<file path="config.mk">
export PLATFORM = sky130hd
export DESIGN_NAME = gpirq_unit
export DESIGN_NICKNAME = d
export VERILOG_FILES = /design/src/rtl/gpirq_pkg.sv /design/src/rtl/gpirq_cfg.sv /design/src/rtl/gpirq_sense.sv /design/src/rtl/gpirq_unit.sv
export SDC_FILE = /design/constraint.sdc
export NUM_CORES = 1
export LEC_CHECK = 0
export BUFFER_PORTS_ARGS = -buffer_cell sky130_fd_sc_hd__buf_2
export CAP_MARGIN = 20
export CORE_ASPECT_RATIO = 0.5
export CORE_MARGIN = 2
export CORE_UTILIZATION = 35
export CTS_CLUSTER_SIZE = 24
export DETAILED_ROUTE_END_ITERATION = 7
export GPL_ROUTABILITY_DRIVEN = 0
export PLACE_DENSITY = 0.56
export SLEW_MARGIN = 10
export SYNTH_ARGS = -nofsm -noshare
export SYNTH_HDL_FRONTEND = slang
export SYNTH_SLANG_ARGS = --single-unit
</file>
<file path="constraint.sdc">
create_clock -name clk -period 2.5 [get_ports clk]
set_clock_uncertainty 0.2 [all_clocks]
set_input_delay 0.625 -clock clk [delete_from_list [all_inputs] [get_ports clk]]
set_output_delay 0.625 -clock clk [all_outputs]
set_load 0.005 [all_outputs]
</file>
<file path="src/rtl/gpirq_pkg.sv">
package gpirq_pkg;
   localparam int unsigned OFS_STAT   = 'h10;
   localparam int unsigned OFS_CLR    = 'h14;
   localparam int unsigned OFS_ENA    = 'h18;
   localparam int unsigned OFS_UNMASK = 'h1C;
   localparam int unsigned OFS_POL    = 'h20;
   localparam int unsigned OFS_SENSE  = 'h24;
   localparam int unsigned OFS_BOTH   = 'h4C;
   localparam int unsigned OFS_TOP    = 'h4C;
endpackage

</file>
<file path="src/rtl/gpirq_cfg.sv">
module gpirq_cfg
   import gpirq_pkg::*;
#(
   parameter int NPIN     = 32,
   parameter int DW       = 32,
   parameter int AW       = 8,
   parameter bit HAS_BOTH = 1'b1
) (
   input  logic            clk,
   input  logic            rst_n,
   input  logic            wr_i,
   input  logic [AW-1:0]   addr_i,
   input  logic [DW-1:0]   wdata_i,
   input  logic [NPIN-1:0] stat_i,
   output logic [NPIN-1:0] pol_o,
   output logic [NPIN-1:0] sense_o,
   output logic [NPIN-1:0] both_o,
   output logic [NPIN-1:0] ena_o,
   output logic [DW-1:0]   rdata_o
);
   logic [NPIN-1:0] wbits;
   logic [NPIN-1:0] pol_q, sense_q, ena_q;

   assign wbits = wdata_i[NPIN-1:0];

   always_ff @(posedge clk) begin
      if (!rst_n) begin
         pol_q   <= '0;
         sense_q <= '0;
         ena_q   <= '0;
      end else if (wr_i) begin
         if (addr_i == AW'(OFS_POL))    pol_q   <= wbits;
         if (addr_i == AW'(OFS_SENSE))  sense_q <= wbits;
         if (addr_i == AW'(OFS_ENA))    ena_q   <= ena_q & wbits;
         if (addr_i == AW'(OFS_UNMASK)) ena_q   <= ena_q | wbits;
      end
   end

   generate
      if (HAS_BOTH) begin : g_both
         logic [NPIN-1:0] both_q;
         always_ff @(posedge clk) begin
            if (!rst_n)                                both_q <= '0;
            else if (wr_i && addr_i == AW'(OFS_BOTH)) both_q <= wbits;
         end
         assign both_o = both_q;
      end else begin : g_no_both
         assign both_o = '0;
      end
   endgenerate

   assign pol_o   = pol_q;
   assign sense_o = sense_q;
   assign ena_o   = ena_q;

   always_comb begin
      rdata_o = '0;
      if (addr_i == AW'(OFS_STAT))  rdata_o = DW'(stat_i);
      if (addr_i == AW'(OFS_ENA))   rdata_o = DW'(ena_q);
      if (addr_i == AW'(OFS_POL))   rdata_o = DW'(pol_q);
      if (addr_i == AW'(OFS_SENSE)) rdata_o = DW'(sense_q);
      if (addr_i == AW'(OFS_BOTH))  rdata_o = DW'(both_o);
   end


   ena_and_chk: assert property (@(posedge clk) disable iff (!rst_n)
      (wr_i && addr_i == AW'(OFS_ENA)) |=> ena_q == ($past(ena_q) & $past(wbits)));

   ena_or_chk: assert property (@(posedge clk) disable iff (!rst_n)
      (wr_i && addr_i == AW'(OFS_UNMASK)) |=> ena_q == ($past(ena_q) | $past(wbits)));
endmodule

</file>
<file path="src/rtl/gpirq_sense.sv">
module gpirq_sense #(
   parameter int NPIN = 32
) (
   input  logic            clk,
   input  logic            rst_n,
   input  logic [NPIN-1:0] pin_i,
   input  logic [NPIN-1:0] mode_i,
   input  logic [NPIN-1:0] pol_i,
   input  logic [NPIN-1:0] sense_i,
   input  logic [NPIN-1:0] both_i,
   input  logic [NPIN-1:0] clr_i,
   output logic [NPIN-1:0] stat_o
);
   logic [NPIN-1:0] prev_q, stat_q, nxt_v;

   generate
      for (genvar g = 0; g < NPIN; g++) begin : g_pin
         logic rise, fall, hit, nxt;
         always_comb begin
            rise = pin_i[g] & ~prev_q[g];
            fall = ~pin_i[g] & prev_q[g];
            if (sense_i[g]) begin
               if (both_i[g])     hit = rise | fall;
               else if (pol_i[g]) hit = fall;
               else               hit = rise;
               nxt = hit | (stat_q[g] & ~clr_i[g]);
            end else begin
               hit = pin_i[g] ^ pol_i[g];
               nxt = hit;
            end
            nxt = nxt & mode_i[g];
         end
         assign nxt_v[g] = nxt;


         mode_gate_chk: assert property (@(posedge clk) disable iff (!rst_n)
            !mode_i[g] |=> !stat_q[g]);

         edge_hold_chk: assert property (@(posedge clk) disable iff (!rst_n)
            (mode_i[g] && sense_i[g] && stat_q[g] && !clr_i[g]) |=> stat_q[g]);

         clr_race_chk: assert property (@(posedge clk) disable iff (!rst_n)
            (mode_i[g] && sense_i[g] && !both_i[g] && !pol_i[g] && clr_i[g]
             && pin_i[g] && !prev_q[g]) |=> stat_q[g]);

         lvl_follow_chk: assert property (@(posedge clk) disable iff (!rst_n)
            (mode_i[g] && !sense_i[g]) |=> stat_q[g] == $past(pin_i[g] ^ pol_i[g]));
      end
   endgenerate

   always_ff @(posedge clk) begin
      if (!rst_n) begin
         prev_q <= '0;
         stat_q <= '0;
      end else begin
         prev_q <= pin_i;
         stat_q <= nxt_v;
      end
   end

   assign stat_o = stat_q;
endmodule

</file>
<file path="src/rtl/gpirq_unit.sv">
module gpirq_unit
   import gpirq_pkg::*;
#(
   parameter int NPIN     = 32,
   parameter int DW       = 32,
   parameter int AW       = 8,
   parameter bit HAS_BOTH = 1'b1
) (
   input  logic            clk,
   input  logic            rst_n,
   input  logic            reg_wr,
   input  logic [AW-1:0]   reg_addr,
   input  logic [DW-1:0]   reg_wdata,
   output logic [DW-1:0]   reg_rdata,
   input  logic [NPIN-1:0] pin_lvl,
   input  logic [NPIN-1:0] irq_mode,
   output logic            irq_out
);
   generate
      if (NPIN < 1 || NPIN > DW) begin : g_bad_npin
         $error("gpirq_unit: NPIN must lie in 1..DW");
      end
      if ((2 ** AW) <= OFS_TOP) begin : g_bad_aw
         $error("gpirq_unit: AW too narrow for the register offsets");
      end
   endgenerate

   logic [NPIN-1:0] pol, sense, both, ena, stat, clr;

   assign clr = (reg_wr && reg_addr == AW'(OFS_CLR)) ? reg_wdata[NPIN-1:0] : '0;

   gpirq_cfg #(.NPIN(NPIN), .DW(DW), .AW(AW), .HAS_BOTH(HAS_BOTH)) u_cfg (
      .clk(clk), .rst_n(rst_n), .wr_i(reg_wr), .addr_i(reg_addr),
      .wdata_i(reg_wdata), .stat_i(stat), .pol_o(pol), .sense_o(sense),
      .both_o(both), .ena_o(ena), .rdata_o(reg_rdata)
   );

   gpirq_sense #(.NPIN(NPIN)) u_sense (
      .clk(clk), .rst_n(rst_n), .pin_i(pin_lvl), .mode_i(irq_mode),
      .pol_i(pol), .sense_i(sense), .both_i(both), .clr_i(clr), .stat_o(stat)
   );

   assign irq_out = |(stat & ena);


   irq_quiet_chk: assert property (@(posedge clk) disable iff (!rst_n)
      (ena == '0) |-> !irq_out);

   rst_idle_chk: assert property (@(posedge clk)
      !rst_n |=> (stat == '0 && ena == '0));
endmodule

</file>
==> impl_metrics.toml <==
[global_routing]
grt_usage_pct = 21.8
grt_max_degree = 147
antenna_found_initial = 3
grt_overflow_total = 0
grt_pass1_wl_microns = 53400
grt_pass1_vias = 9389

[final_layout]
final_cells = 1797
drive_gt1_share_pct = 29.6
syn_to_final_growth_pct = 25.8
nets = 1562
fill_cells = 2749

[job]
max_cap_viol_count = 0

[setup_path]
cp.arrival_ns = 2.02
start_kind = "input port"
required_ns = 1.67
crit_fanout = 8
critical_path_class = "input port to output pin"
cp-end-kind = "output pin"

[yosys]
syn-num-nets = 1415
synth.distinct_cells = 36
ys_ff_latch = 192
avgSynthCellArea_sq_um = 8.44
synth_warnings = 0
seq_area_frac_synth_pct = 36.6
synthCells = 1244
netlist_area_sq_um = 10500

[detailed_routing]
postRouteWirelength_microns = 34500
vias_per_cell = 5.32
detail-route-antenna-nets = 0
drt-initial-drc-count = 665
num_vias = 9556
firstDrtPassIters = 6
drc = 0
drt-wirelength-per-cell_microns = 19.2

[timing]
hold_ws_ns = 0.235
post-route-period-util_pct = 114
tightest_slew_ns = 0.614
fmax_ghz = 0.351
setup_tns_ns = -10.04
setup_slack_ns = -0.348
setup_violations = 33
hold_violations = 0
min_period_ns = 2.85
rsz0062_at_grt = "true"
maxSlewHeadroom_pct = 59.1
drv_slew = 0

[clocking]
cts-buffers-inserted = 17
ctsHoldBuffers = 0
cts_tree = "built"
htree_num_levels = 4
insertion_delay_ns = 0.44
cts_buffer_depth = 2
cts_sinks = 192
cts_root_buf = "clkbuf_16"
path_clk_slew_ns = 0.07

[floorplanning]
pin_count = 140
dieArea_sq_um = 31500
core_sq_um = 29200
rows = 44
start_util_pct = 35.9
dieWidth_microns = 249
dieHeight_microns = 126

[place]
dp_hpwl_microns = 23900
port-buffer-count = 139
dp_slack_ns = -0.470
dp.cells = 1758

[pwr]
p_per_area_nw_per_um2 = 522
irDropWorstVdd_uv = 428
power_mw = 6.89
leakagePower_nw = 5.46

[outcome]
violations = "negative setup slack"
status = "complete, but fails checks"

[worst_hold_path]
hold_class = "input port to flop"
==> synth_stat cells (all sizes together) <==
cell | count | area [sq um]
a21boi | 103 | 773
inv | 98 | 368
nor4 | 3 | 33.8
or4 | 4 | 37.5
ha | 64 | 801
nor4b | 1 | 8.76
o211ai | 32 | 240
a21bo | 1 | 10.0
nor3b | 1 | 7.51
nand3 | 2 | 10.0
mux2 | 64 | 721
nor3 | 2 | 10.0
nor2b | 1 | 6.26
and4b | 1 | 10.0
nand3b | 1 | 7.51
nand2 | 234 | 878
xor2 | 32 | 280
and2 | 33 | 206
and4 | 1 | 8.76
clkbuf | 63 | 236
a22oi | 105 | 788
buf | 12 | 96.3
o22ai | 32 | 200
o21ai | 71 | 468
and3 | 2 | 12.5
dfxtp | 192 | 3840
nand4 | 5 | 31.3
nor2 | 51 | 191
and4bb | 1 | 12.5
a31oi | 32 | 200
==> repair_timing <==
action,4_1_cts,5_1_grt
gates cloned,2,0
buffers inserted,2,1
endpoints found under the setup margin,33,33
pin swaps,34,19
gates resized for setup,93,26
==> final timing paths <==
path | startpoint | to | slack, ns | depth (start not counted)
max | reg_addr[1] | reg_rdata[30] | -0.35 | 7
min | irq_mode[29] | u_sense.stat_o[29] | 0.23 | 3
max reg2reg | u_sense.prev_q[8] | u_sense.stat_o[8] | 1.07 | 5
min reg2reg | u_cfg.sense_o[5] | u_sense.stat_o[5] | 0.29 | 1
==> cells in the final DEF, fill, tap and decap left out, types with 5 or more instances in the layout <==
master	synthesis	final
mux2_2	64	64
and2_1	33	32
nand4_1	5	5
nor2_1	51	51
a31oi_1	32	32
ha_1	64	64
a22oi_1	105	54
o21ai_2	30	30
a22oi_2	0	51
o21ai_0	41	41
bufinv_16	0	5
a21boi_1	5	5
a21boi_0	98	98
nand2_1	234	232
inv_1	98	98
clkbuf_16	0	17
xor2_1	32	32
buf_6	6	14
dfxtp_2	0	16
o22ai_1	32	28
buf_4	0	36
dfxtp_1	192	175
buf_2	5	132
buf_12	0	15
o211ai_1	32	32
==> worst max-delay path, cell delays in order <==
cell     delay [ns]
buf_12         0.11
nor4b_4        0.33
nand2_2        0.16
a21bo_4        0.33
buf_8          0.18
a22oi_2        0.15
buf_2          0.13
==> report_power, final <==
group	switching, mW	internal (mW)	total, mW
clock	1.26	1.86	3.13
sequential	0.0497	3.11	3.16
combinational	0.332	0.275	0.607
total	1.64	5.25	6.89
==> layout make-up <==
type / count / area, sq um / share of cell area [%]
inverter: 98 / 368 / 2.78
timing repair buffer: 202 / 1480 / 11.2
multi-input combinational: 880 / 6330 / 47.9
tap: 391 / 489 / 3.70
clock inverter: 12 / 204 / 1.54
sequential: 192 / 3870 / 29.3
clock buffer: 20 / 467 / 3.53
antenna: 2 / 5.00 / 0.0379
==> stage by stage <==
step / util, % / area [sq um]
after floorplan: - / 10600
after global placement: 41.0 / 12000
after detailed placement: 41.0 / 12000
after CTS: 44.8 / 13100
after global routing: 45.2 / 13200
final: 45.2 / 13200
==> registers in the layout, summed over array words and instances, names as in the netlist <==
register,count
u_cfg.ena_o,32
u_sense.prev_q,32
u_sense.stat_o,32
u_cfg.pol_o,32
u_cfg.both_o,32
u_cfg.sense_o,32
==> cell families (layout without fill, tap and decap cells) <==
family / after synthesis / in the layout / share of synthesized area [%]
other: 0 / 2 / 0
xor gates and xnor gates: 32 / 32 / 2.67
buffers and inverters: 173 / 332 / 6.67
and+or+nand+nor: 343 / 343 / 14.0
AOI/OAI and AO/OA: 376 / 377 / 25.5
DFF: 192 / 192 / 36.6
muxes: 64 / 64 / 6.86
adders and majority gates: 64 / 64 / 7.63
==> per-layer routing <==
layer | part of all wire [%] | track usage [%] | vias up
li1 | - | - | 4625
met1 | 44 | 28.0 | 4626
met2 | 48 | 37.2 | 262
met3 | 6.0 | 4.00 | 43
met4 | 1.8 | 6.88 | 0
met5 | 0 | 0 | -
(Power assumes the default switching activity.)
